==> src/rtl/cvb_pkg.sv <==
package cvb_pkg;
  typedef enum logic [1:0] {
    MODE_OC   = 2'b00,
    MODE_EPWM = 2'b01,
    MODE_CPWM = 2'b10,
    MODE_RSVD = 2'b11
  } chan_mode_e;
endpackage

==> src/rtl/cvb_write_stage.sv <==
// Staging buffer: byte lanes, pair tracking and the pending flag.
module cvb_write_stage #(
  parameter int BYTE_W = 8
) (
  input  logic                clk,
  input  logic                rst_n,
  input  logic                wr_fire,
  input  logic                wr_hi,
  input  logic [BYTE_W-1:0]   wr_data,
  input  logic                load,
  output logic [2*BYTE_W-1:0] buf_next,
  output logic                pair_done,
  output logic                pending_q
);
  localparam int LANES = 2;
  localparam int VAL_W = LANES * BYTE_W;

  logic [VAL_W-1:0] buf_q;
  logic [LANES-1:0] got_q;
  logic [LANES-1:0] got_next;

  genvar g;
  generate
    for (g = 0; g < LANES; g++) begin : g_lane
      logic hit;
      assign hit = wr_fire && (wr_hi == 1'(g));
      assign buf_next[g*BYTE_W +: BYTE_W] = hit ? wr_data : buf_q[g*BYTE_W +: BYTE_W];
      assign got_next[g] = got_q[g] | hit;
    end
  endgenerate

  assign pair_done = &got_next;

  always_ff @(posedge clk) begin
    if (!rst_n) begin
      buf_q     <= '0;
      got_q     <= '0;
      pending_q <= 1'b0;
    end else begin
      buf_q     <= buf_next;
      got_q     <= pair_done ? '0 : got_next;
      pending_q <= (pending_q | pair_done) & ~load;
    end
  end

  // A lone byte with nothing pending must not arm a load.
  AST_HALF_NO_ARM: assert property (@(posedge clk) disable iff (!rst_n)
    (wr_fire && !pair_done && !pending_q) |=> !pending_q);
endmodule

==> src/rtl/cvb_event_detect.sv <==
// Detects count change, wrap and turnaround from previous/current count.
module cvb_event_detect
  import cvb_pkg::*;
#(
  parameter int VAL_W = 16
) (
  input  logic             clk,
  input  logic             rst_n,
  input  logic [VAL_W-1:0] cnt,
  input  logic [VAL_W-1:0] modulo,
  input  logic             free_run,
  input  logic [1:0]       mode,
  input  logic [1:0]       clk_sel,
  output logic             clk_on,
  output logic             evt
);
  logic [VAL_W-1:0] prev_q;
  logic [VAL_W-1:0] wrap_top;
  logic [VAL_W-1:0] mod_m1;
  logic             moved, wrapped, turned, raw;

  always_ff @(posedge clk) begin
    if (!rst_n) prev_q <= '0;
    else        prev_q <= cnt;
  end

  assign clk_on   = (clk_sel != 2'b00);
  assign wrap_top = free_run ? '1 : modulo;
  assign mod_m1   = modulo - 1'b1;
  assign moved    = (cnt != prev_q);
  assign wrapped  = (prev_q == wrap_top) && (cnt == '0);
  assign turned   = (prev_q == modulo) && (cnt == mod_m1);

  always_comb begin
    case (chan_mode_e'(mode))
      MODE_EPWM: raw = wrapped;
      MODE_CPWM: raw = turned;
      default:   raw = moved;
    endcase
  end

  assign evt = clk_on && raw;
endmodule

==> src/rtl/cmp_value_buffer.sv <==
module cmp_value_buffer
  import cvb_pkg::*;
#(
  parameter int BYTE_W = 8
) (
  input  logic                clk,
  input  logic                rst_n,
  input  logic                wr_valid,
  output logic                wr_ready,
  input  logic                wr_hi,
  input  logic [BYTE_W-1:0]   wr_data,
  input  logic [2*BYTE_W-1:0] cnt,
  input  logic [2*BYTE_W-1:0] modulo,
  input  logic                free_run,
  input  logic [1:0]          mode,
  input  logic [1:0]          clk_sel,
  output logic [2*BYTE_W-1:0] cmp_value,
  output logic                load_pending
);
  localparam int VAL_W = 2 * BYTE_W;

  logic [VAL_W-1:0] buf_next;
  logic [VAL_W-1:0] active_q;
  logic             pair_done, pending_q, clk_on, evt, load, wr_fire;

  assign wr_ready = 1'b1;
  assign wr_fire  = wr_valid && wr_ready;

  cvb_write_stage #(.BYTE_W(BYTE_W)) u_wr (
    .clk       (clk),
    .rst_n     (rst_n),
    .wr_fire   (wr_fire),
    .wr_hi     (wr_hi),
    .wr_data   (wr_data),
    .load      (load),
    .buf_next  (buf_next),
    .pair_done (pair_done),
    .pending_q (pending_q)
  );

  cvb_event_detect #(.VAL_W(VAL_W)) u_evt (
    .clk      (clk),
    .rst_n    (rst_n),
    .cnt      (cnt),
    .modulo   (modulo),
    .free_run (free_run),
    .mode     (mode),
    .clk_sel  (clk_sel),
    .clk_on   (clk_on),
    .evt      (evt)
  );

  // Stopped clock: load as soon as a pair is complete.
  // Running clock: only an already-registered pending pair meets the event.
  assign load = clk_on ? (pending_q && evt) : (pending_q || pair_done);

  always_ff @(posedge clk) begin
    if (!rst_n)    active_q <= '0;
    else if (load) active_q <= buf_next;
  end

  assign cmp_value    = active_q;
  assign load_pending = pending_q;

  logic [VAL_W-1:0] cnt_p1;
  assign cnt_p1 = cnt + 1'b1;

  AST_STOP_LOAD: assert property (@(posedge clk) disable iff (!rst_n)
    (!clk_on && pair_done) |=> (cmp_value == $past(buf_next)) && !load_pending);
  AST_IDLE_HOLD: assert property (@(posedge clk) disable iff (!rst_n)
    (!load_pending && !pair_done) |=> $stable(cmp_value));
  AST_EPWM_WRAP: assert property (@(posedge clk) disable iff (!rst_n)
    (load && clk_on && chan_mode_e'(mode) == MODE_EPWM) |-> (cnt == '0));
  AST_CPWM_TURN: assert property (@(posedge clk) disable iff (!rst_n)
    (load && clk_on && chan_mode_e'(mode) == MODE_CPWM) |-> (cnt_p1 == modulo));
  AST_LOAD_CLEARS: assert property (@(posedge clk) disable iff (!rst_n)
    load |=> !load_pending);
endmodule

==> config.mk <==
export PLATFORM = sky130hd
export DESIGN_NAME = cmp_value_buffer
export DESIGN_NICKNAME = d
export VERILOG_FILES = /design/src/rtl/cvb_pkg.sv /design/src/rtl/cvb_write_stage.sv /design/src/rtl/cvb_event_detect.sv /design/src/rtl/cmp_value_buffer.sv
export SDC_FILE = /design/constraint.sdc
export NUM_CORES = 1
export LEC_CHECK = 0
export CORE_MARGIN = 2
export CORE_UTILIZATION = 30
export DETAILED_ROUTE_END_ITERATION = 8
export HOLD_SLACK_MARGIN = 0.12
export SYNTH_ARGS = -nofsm -noshare
export SYNTH_HDL_FRONTEND = slang
export SYNTH_SLANG_ARGS = --single-unit
==> constraint.sdc <==
create_clock -name clk -period 2.82 [get_ports clk]
set_input_delay 0.423 -clock clk [delete_from_list [all_inputs] [get_ports clk]]
set_output_delay 0.423 -clock clk [all_outputs]
set_load 0.005 [all_outputs]
-- Word-level counts from Yosys, hierarchy flattened
Index checks and enable logic that the tools add are counted.
- output and inout port bits: 18
- bits in registers: 51
- word-level logic and storage cells: 35
- bits in latches: 0
- memories kept: 0
- input bits: 49
- bits in read-only memories: 0
- bits in writable memories: 0
- multiplexer cells: 5
- equality and inequality tests: 6
- bitwise operators: 7
- multipliers: 0
- reduce and logical (&&, ||, !) cells: 11
- shift operators: 0
- add/subtract/negate cells: 1
- magnitude comparators: 0
- divide/modulo/power cells: 0
- operators by type and width (operator ; count):
    16-bit == test ; 3
    16-bit zero test ; 1
    16-bit 2-to-1 mux ; 1
    8-bit 2-to-1 mux ; 2
    16-bit inequality test ; 1
    16-bit by 1-bit subtractor with 16-bit output (second input constant) ; 1
    1-bit logical AND ; 6
    1-bit NOT ; 3
    1-bit bitwise OR ; 3
    2-bit by 1-bit == test with 1-bit output (second input constant) ; 1
    2-bit == test (second input constant) ; 1
    1-bit one-hot mux with 2 select lines ; 1
    2-bit AND reduction ; 1
    2-bit nonzero test ; 1
    2-bit OR reduction ; 1
    1-bit bitwise AND ; 1
    1-bit logical OR ; 1
    1-bit 2-to-1 mux ; 1

-- Longest topological paths before layout
Gate-level depths: netlist (run 1).
- depth after elaboration: 9
- mapped depth: 11
- mapped depth without buffers: 10

-- By module
Synthesis (run 1) repeated with hierarchy kept, for this count alone.
- cell total of the unflattened synthesis: 337
- area, all modules: 3044.2 µm²
- modules (own cells, without submodules) (module ; instances ; cells an instance ; seq. area each (µm²) ; area an instance (µm²)):
    cvb_event_detect ; 1 ; 198 ; 320.3 ; 1577.8
    cvb_write_stage ; 1 ; 65 ; 380.4 ; 790.8
    cmp_value_buffer ; 1 ; 74 ; 320.3 ; 675.6

-- Worst setup path before layout (run 1)
No wires, ideal clock.
- kind: input port to flip-flop
- start: input modulo[0]
- end: register active_q[10], in the netlist cmp_value[10]
- stages on the path: 11
- setup slack: 0.249 ns
- arrival: 2.448 ns
- cells stage by stage: inv_1 > ha_1 > nor3b_4 > nand4_2 > xnor2_1 > nor3b_1 > o31ai_1 > nor4b_2 > o21a_2 > buf_8 > o32a_2
- cells in the longest elaborated chain, start to end: 7
- elaborated cells on any way between the ends: 11
- those cells by class: add/sub: 1; eq/ne: 3; mux: 3; reduce/logical: 4
- RTL lines (what ; RTL line ; text):
    start: declaration ; cmp_value_buffer.sv:13 ; input logic [2*BYTE_W-1:0] modulo,
    16-bit by 1-bit subtractor with 16-bit output / 16-bit 2-to-1 mux (equally long branches) ; cvb_event_detect.sv:29, cvb_event_detect.sv:28 ;
    16-bit == test, on equally long branches ; cvb_event_detect.sv:32, cvb_event_detect.sv:31 ;
    1-bit logical AND, on equally long branches ; cvb_event_detect.sv:32, cvb_event_detect.sv:31 ;
    1-bit one-hot mux with 2 select lines * ; cvb_event_detect.sv:35 ; case (chan_mode_e'(mode))
    1-bit logical AND * ; cvb_event_detect.sv:42 ; assign evt = clk_on && raw;
    1-bit logical AND * ; cmp_value_buffer.sv:55 ; assign load = clk_on ? (pending_q && evt) : (pending_q || pair_done);
    1-bit 2-to-1 mux * ; cmp_value_buffer.sv:55 ;
    end signal: assignment ; cmp_value_buffer.sv:59 ; else if (load) active_q <= buf_next;
    end: declaration ; cmp_value_buffer.sv:23 ; logic [VAL_W-1:0] active_q;
Every way passes the cells marked *; elsewhere a longest branch is shown, timed or not.
A chain may end at the register's enable or synchronous reset.

-- Worst setup path after layout (run 1)
- start: input cnt[8]
- end: register active_q[13], in the netlist cmp_value[13]
- cells in the longest elaborated chain, start to end: 6
- elaborated cells on any way between the ends: 9
- those cells by class: eq/ne: 2; mux: 2; reduce/logical: 5
- RTL lines (what ; RTL line ; text):
    start: declaration ; cmp_value_buffer.sv:12 ; input logic [2*BYTE_W-1:0] cnt,
    16-bit == test / 16-bit zero test (equally long branches) ; cvb_event_detect.sv:32, cvb_event_detect.sv:31 ;
    1-bit logical AND, on equally long branches ; cvb_event_detect.sv:32, cvb_event_detect.sv:31 ;
    1-bit one-hot mux with 2 select lines * ; cvb_event_detect.sv:35 ;
    1-bit logical AND * ; cvb_event_detect.sv:42 ;
    1-bit logical AND * ; cmp_value_buffer.sv:55 ;
    1-bit 2-to-1 mux * ; cmp_value_buffer.sv:55 ;
Marks and branches as above.

==> results of run 1 <==
## power breakdown
group,switching [mW],total (mW),internal [mW]
Combinational,0.224,0.527,0.303
Clock,0.267,0.451,0.184
Sequential,0.0415,0.819,0.778
## worst max-delay path, cell delays in order
cell and delay (ns):
clkdlybuf4s50_1 0.51, xor2_1 0.29, buf_4 0.18, xor2_1 0.15
o32ai_1 0.11, a211oi_2 0.32, nor4b_4 0.11, buf_4 0.15
o21a_4 0.21, clkbuf_16 0.16, o32a_2 0.31
## registers in the layout, indices dropped and copies added (netlist names)
signal	flops
u_wr.got_q	2
u_evt.prev_q	16
cmp_value	16
u_wr.pending_q	1
u_wr.buf_q	16
## logic make-up after synthesis
kind of cell	synth area share [%]
compound gates	18.3
xor+xnor	10.9
fa+ha+maj	1.26
buf+inv	5.75
flops	34.3
mux	5.71
other cells	0.126
simple gates	23.7
## routing by layer
layer	up-vias	track usage (%)
met3	10	3.40
met5	-	0
met4	0	4.54
met1	1401	21.7
li1	1433	-
met2	97	29.5
## worst min-delay path by stage
stage / startpoint / end / slack, ns
final: u_wr.got_q[0]$_SDFF_PP0_ / u_wr.got_q[1]$_SDFF_PP0_ / 0.48
after global routing: u_wr.got_q[0]$_SDFF_PP0_ / u_wr.got_q[1]$_SDFF_PP0_ / 0.52
after CTS: u_wr.got_q[0]$_SDFF_PP0_ / u_wr.got_q[1]$_SDFF_PP0_ / 0.48
after detailed placement: u_wr.got_q[0]$_SDFF_PP0_ / u_wr.got_q[1]$_SDFF_PP0_ / 0.45
after global placement: u_wr.got_q[0]$_SDFF_PP0_ / u_wr.got_q[1]$_SDFF_PP0_ / 0.43
after floorplan: u_wr.got_q[0]$_SDFF_PP0_ / u_wr.got_q[1]$_SDFF_PP0_ / 0.42
## final cells by class
cell class                 instances  area (µm²)
tap                              133         166
fill                             972        5190
inverter                          16        60.1
clock inverter                     3        28.8
multi-input combinational        243        1910
clock buffer                       5        68.8
timing repair buffer             134        1230
sequential                        51        1020
## Yosys cell counts (all sizes together), types with 3 or more instances
library cell,number
o32a,16
a211oi,4
nand2,11
dfxtp,51
o21ai,20
nor3,4
xor2,9
and2,14
nor2,26
o2111ai,5
buf,10
mux2i,17
xnor2,28
a21oi,3
nand2b,16
ha,3
nand4,8
inv,16
clkbuf,4
nor2b,8
nor4,15
nand3,6
## per-stage QoR
step	utilization, %	hold slack (ns)	setup slack (ns)	TNS, ns	area, µm²
finish	46.4	0.482	0.0897	0	4490
global route	46.4	0.518	-0.00347	-0.00347	4490
CTS	44.3	0.475	0.00219	0	4290
detailed placement	43.0	0.448	-0.529	-8.77	4170
global placement	43.0	0.427	-0.475	-7.94	4170
floorplan	-	0.417	0.249	0	2980
## what timing repair did
| action | in CTS | in global routing |
|---|---|---|
| cloned | 0 | 2 |
| gates resized for setup | 9 | 36 |
| buffers inserted | 0 | 6 |
| endpoints found under the setup margin | 17 | 17 |
| pin swaps | 3 | 15 |
| hold buffers | 0 | 0 |
==> results.py, run 1 <==
metrics = {
    "critical_path": {
        "cp_data_arrival_time_ns": 2.94,
        "path_class": "in2reg",
        "startpoint": "cnt[8]",
        "crit_required_ns": 3.03,
        "critical_path_peak_fanout": 8,
        "r2r-end": "cmp_value[13]$_SDFFE_PN0P_",
        "r2r_slack_ns": 0.28,
        "r2r_start": "u_evt.prev_q[10]$_SDFF_PN0_",
        "crit_end": "cmp_value[13]$_SDFFE_PN0P_",
        "cp-start-kind": "input pin",
        "worstSetupEndpointType": "flip-flop",
        "worstRegToRegCells": 10,
    },
    "power": {
        "p_total_mw": 1.80,
        "leakage_nw": 1.84,
        "peakVddDrop_mv": 0.327,
        "powerDensity_mw_per_mm2": 401,
    },
    "logic_synthesis": {
        "synth_edf_count": 0,
        "synth-seq-area-share_pct": 34.3,
        "async_flop_share_pct": 0,
        "synth_ff_type": "dfxtp_1",
        "synth.avg_cell_area_um2": 9.17,
        "ys_seq_elements": 51,
        "synth_warnings": 0,
        "synth.area.top_cells": "dfxtp_1 (34%), xnor2_1 (8.2%), mux2i_1 (5.7%)",
        "synthesis.area_mm2": 0.00298,
        "synth_top_area_cell": "dfxtp_1",
        "yosysUniqueCellTypes": 57,
        "synth_nets": 377,
        "yosysTopAreaCellShare_pct": 34.3,
        "syn_inst": 325,
    },
    "detailed_routing": {
        "dr_wl_met2_mm": 4.57,
        "first_pass_iters": 4,
        "drtAntennaViolNets": 0,
        "met3WireLength_um": 531,
        "drcViolationCount": 0,
        "drtIter0Drc": 110,
        "drt-met1-wl_mm": 4.38,
        "top_layer": "met4",
        "totalWireLength_mm": 9.59,
        "vias": 2941,
        "wl_per_cell_um": 16.4,
        "viasPerCell": 5.03,
    },
    "placement": {
        "portBuffers": 65,
        "dp_hpwl_mm": 7.27,
        "numPlacedInstances": 569,
        "gp_congestion": 0.882,
    },
    "sta": {
        "clock-skew-final_ns": 0.00771,
        "max_freq_mhz": 366,
        "setup_violations": 0,
        "hold_viol_final": 0,
        "final.min_clock_period_ns": 2.73,
        "fin_crit_sh_pct": 96.8,
        "max_slew_margin_pct": 49.1,
        "report.final.slew_viol_count": 0,
        "worstMarginPinSlew_ns": 0.760,
    },
    "hold_path": {
        "worstHoldPathType": "reg2reg",
        "hold_path_depth": 1,
    },
    "finish": {
        "stdcell_count": 585,
        "antennaDiodeCount": 0,
        "syn_to_final_growth_pct": 50.7,
        "drive_gt1_share_pct": 27.2,
        "fin_nets": 503,
        "final_cell_mix": "buf_4 (64), clkdlybuf4s50_1 (52), dfxtp_1 (51)",
        "final_common_cell": "buf_4",
    },
    "clocking": {
        "cts_buffer_depth": 2,
        "cts-root-buf": "clkbuf_8",
        "clk_latency_ns": 0.31,
        "cts_tree": "done",
        "numCtsBuffers": 5,
        "htreeDepth": 2,
        "cts.clk_slew.worst_paths_ns": 0.10,
        "clock-sinks": 51,
    },
    "global_routing": {
        "grtUsageTotal_pct": 17.0,
        "antenna_found_initial": 0,
        "grt_max_degree": 37,
        "grt_overflow_total": 0,
        "grt_pass1_wl_mm": 14.8,
        "grt_pass1_vias": 2962,
    },
    "outcome": {
        "outcome": "finished clean",
    },
    "floorplan": {
        "fp-row-count": 36,
        "ios": 67,
        "die_w_um": 104,
        "coreArea_mm2": 0.00968,
        "die_h_um": 104,
        "start_util_pct": 30.8,
        "die_area_mm2": 0.0107,
    },
    "run": {
        "max_cap_viol_count": 0,
    },
}
No activity file was read; power rests on OpenSTA's default activity.
==> run 2, diff against run 1 <==
Settings changed: CORE_MARGIN 2 to unset, GPL_ROUTABILITY_DRIVEN set to 0.
==> results.py, run 2 (same netlist as run 1, synthesis figures left out) <==
metrics = {
    "outcome": {
        "outcome": "finished clean",
    },
    "global_routing": {
        "grt_overflow_total": 0,
        "grt_pass1_vias": 3000,
        "grt_max_degree": 30,
        "grt_pass1_wl_mm": 14.7,
        "grtUsageTotal_pct": 18.4,
        "antenna_found_initial": 0,
    },
    "placement": {
        "placed_area_mm2": 0.00411,
        "portBuffers": 65,
        "dp_hpwl_mm": 7.15,
        "numPlacedInstances": 561,
    },
    "sta": {
        "fin_crit_sh_pct": 98.6,
        "max_slew_margin_pct": 58.5,
        "final.min_clock_period_ns": 2.78,
        "worstMarginPinSlew_ns": 0.619,
        "timing.hold.ws_ns": 0.477,
        "max_freq_mhz": 360,
        "hold_viol_final": 0,
        "report.final.slew_viol_count": 0,
        "clock-skew-final_ns": 0.0163,
        "setup_violations": 0,
    },
    "clocking": {
        "cts-root-buf": "clkbuf_8",
        "numCtsBuffers": 5,
        "cts_buffer_depth": 2,
        "htreeDepth": 2,
        "cts_hold_buffers": 0,
        "clk_latency_ns": 0.31,
        "cts.clk_slew.worst_paths_ns": 0.11,
        "cts_tree": "done",
        "clock-sinks": 51,
    },
    "detailed_routing": {
        "top_layer": "met4",
        "totalWireLength_mm": 9.74,
        "wl_per_cell_um": 16.7,
        "dr_wl_met2_mm": 4.63,
        "drtAntennaViolNets": 0,
        "viasPerCell": 5.19,
        "drtIter0Drc": 86,
        "vias": 3031,
        "drcViolationCount": 0,
        "first_pass_iters": 6,
        "drt-met1-wl_mm": 4.22,
        "met3WireLength_um": 649,
    },
    "critical_path": {
        "path_buf_inv": 3,
        "r2r_start": "u_evt.prev_q[14]$_SDFF_PN0_",
        "path_class": "in2reg",
        "crit_cells": 11,
        "crit_required_ns": 3.02,
        "worstRegToRegCells": 10,
        "worstSetupEndpointType": "flip-flop",
        "cp_cell_sequence": "clkdlybuf4s50_1 -> xor2_1 -> nor2_1 -> a311oi_2 -> a2111oi_4 -> o31ai_2 -> nor4b_4 -> buf_4 -> o21a_4 -> clkbuf_16 -> o32a_2",
        "cp_data_arrival_time_ns": 2.99,
        "r2r_slack_ns": 0.24,
        "r2r-end": "cmp_value[4]$_SDFFE_PN0P_",
        "crit_end": "cmp_value[5]$_SDFFE_PN0P_",
        "slowest_delay_ns": 0.50,
        "startpoint": "cnt[8]",
        "slowest_stage": "clkdlybuf4s50_1",
        "cp-start-kind": "input pin",
        "path_delay_family": "compound AO/OA/AOI/OAI gates",
        "critical_path_peak_fanout": 8,
    },
    "power": {
        "p_int_mw": 1.26,
        "peakVddDrop_mv": 0.314,
        "seq_power_share_pct": 45.5,
        "p_switching_mw": 0.544,
        "swShare_pct": 30.2,
        "power.share.clock_pct": 25.2,
        "leakage_nw": 1.79,
        "combinationalPowerShare_pct": 29.3,
        "powerDensity_mw_per_mm2": 400,
        "p_total_mw": 1.81,
    },
    "finish": {
        "fillCellCount": 922,
        "seq_area_mm2": 0.00102,
        "syn_to_final_growth_pct": 51.3,
        "antennaDiodeCount": 0,
        "multi_input_comb_area_mm2": 0.00196,
        "final_cell_mix": "buf_4 (61), dfxtp_1 (51), clkdlybuf4s50_1 (51)",
        "fin_nets": 502,
        "fin_area_mm2": 0.00451,
        "final_common_cell": "buf_4",
        "drive_gt1_share_pct": 28.2,
        "fin_util_pct": 46.6,
        "stdcell_count": 584,
    },
    "floorplan": {
        "die_h_um": 102,
        "fp-row-count": 36,
        "die_w_um": 102,
        "die_area_mm2": 0.0103,
        "coreArea_mm2": 0.00968,
        "ios": 67,
        "start_util_pct": 30.8,
    },
    "hold_path": {
        "worstHoldPathType": "reg2reg",
    },
    "run": {
        "max_cap_viol_count": 0,
    },
}
==> run 2: cell types whose count changed in the layout (fill, tap and decap cells not counted), moves of 2 or more <==
cell	previous run	this run
a2111oi_2	2	0
buf_4	64	61
buf_6	2	4
dlygate4sd2_1	0	6
dlymetal6s2s_1	10	4
==> run 2: cell type report <==
cell class                      instances  area share [%]
Timing Repair Buffer                  133            26.8
Inverter                               16            1.33
Tap cell                              133            3.69
Multi-Input combinational cell        243            43.4
Clock inverter                          3           0.611
Sequential cell                        51            22.6
Clock buffer                            5            1.53
==> run 2: worst register-to-register path: stages, from the launching register on <==
cell       delay [ns]
dfxtp_1          0.35
and2b_1          0.17
a2111o_1         0.41
nor4_2           0.32
buf_4            0.16
a21oi_1          0.07
o41ai_2          0.36
buf_4            0.19
nor4_4           0.06
clkbuf_16        0.20
o32a_2           0.18
==> run 2: repair_timing <==
item | 4_1_cts | 5_1_grt
gates cloned | 1 | 1
pin swaps | 13 | 15
setup buffers | 7 | 6
gates resized for setup | 31 | 25
endpoints found under the setup margin | 17 | 17
==> run 2: worst min-delay path by stage <==
stage	slack, ns	endpoint	start	depth (start not counted)
3_5_place_dp	0.45	u_wr.got_q[1]$_SDFF_PP0_	u_wr.got_q[0]$_SDFF_PP0_	1
2_1_floorplan	0.42	u_wr.got_q[1]$_SDFF_PP0_	u_wr.got_q[0]$_SDFF_PP0_	1
4_1_cts	0.48	u_wr.got_q[1]$_SDFF_PP0_	u_wr.got_q[0]$_SDFF_PP0_	1
5_1_grt	0.50	u_wr.got_q[1]$_SDFF_PP0_	u_wr.got_q[0]$_SDFF_PP0_	1
6_report	0.48	u_wr.got_q[1]$_SDFF_PP0_	u_wr.got_q[0]$_SDFF_PP0_	1
3_3_place_gp	0.43	u_wr.got_q[1]$_SDFF_PP0_	u_wr.got_q[0]$_SDFF_PP0_	1
==> run 2: power groups by stage <==
stage / sequential (mW) / clock, mW / combinational, mW
global route: 0.826 / 0.496 / 0.567
CTS: 0.820 / 0.466 / 0.516
finish: 0.821 / 0.455 / 0.529
detailed placement: 0.835 / 0 / 0.488
floorplan: 0.826 / 0 / 0.228
global placement: 0.835 / 0 / 0.486
==> run 2: layer usage <==
metal	track usage, %	up-vias
met5	0	-
met4	5.46	0
met3	3.31	18
met2	32.2	117
met1	23.1	1460
li1	-	1436
==> run 2: through the flow <==
step	setup WS, ns	setup TNS (ns)
after CTS	0.00927	0
after global placement	-0.439	-7.30
final	0.0387	0
after detailed placement	-0.483	-7.95
after floorplan	0.249	0
after global routing	-0.0132	-0.0744
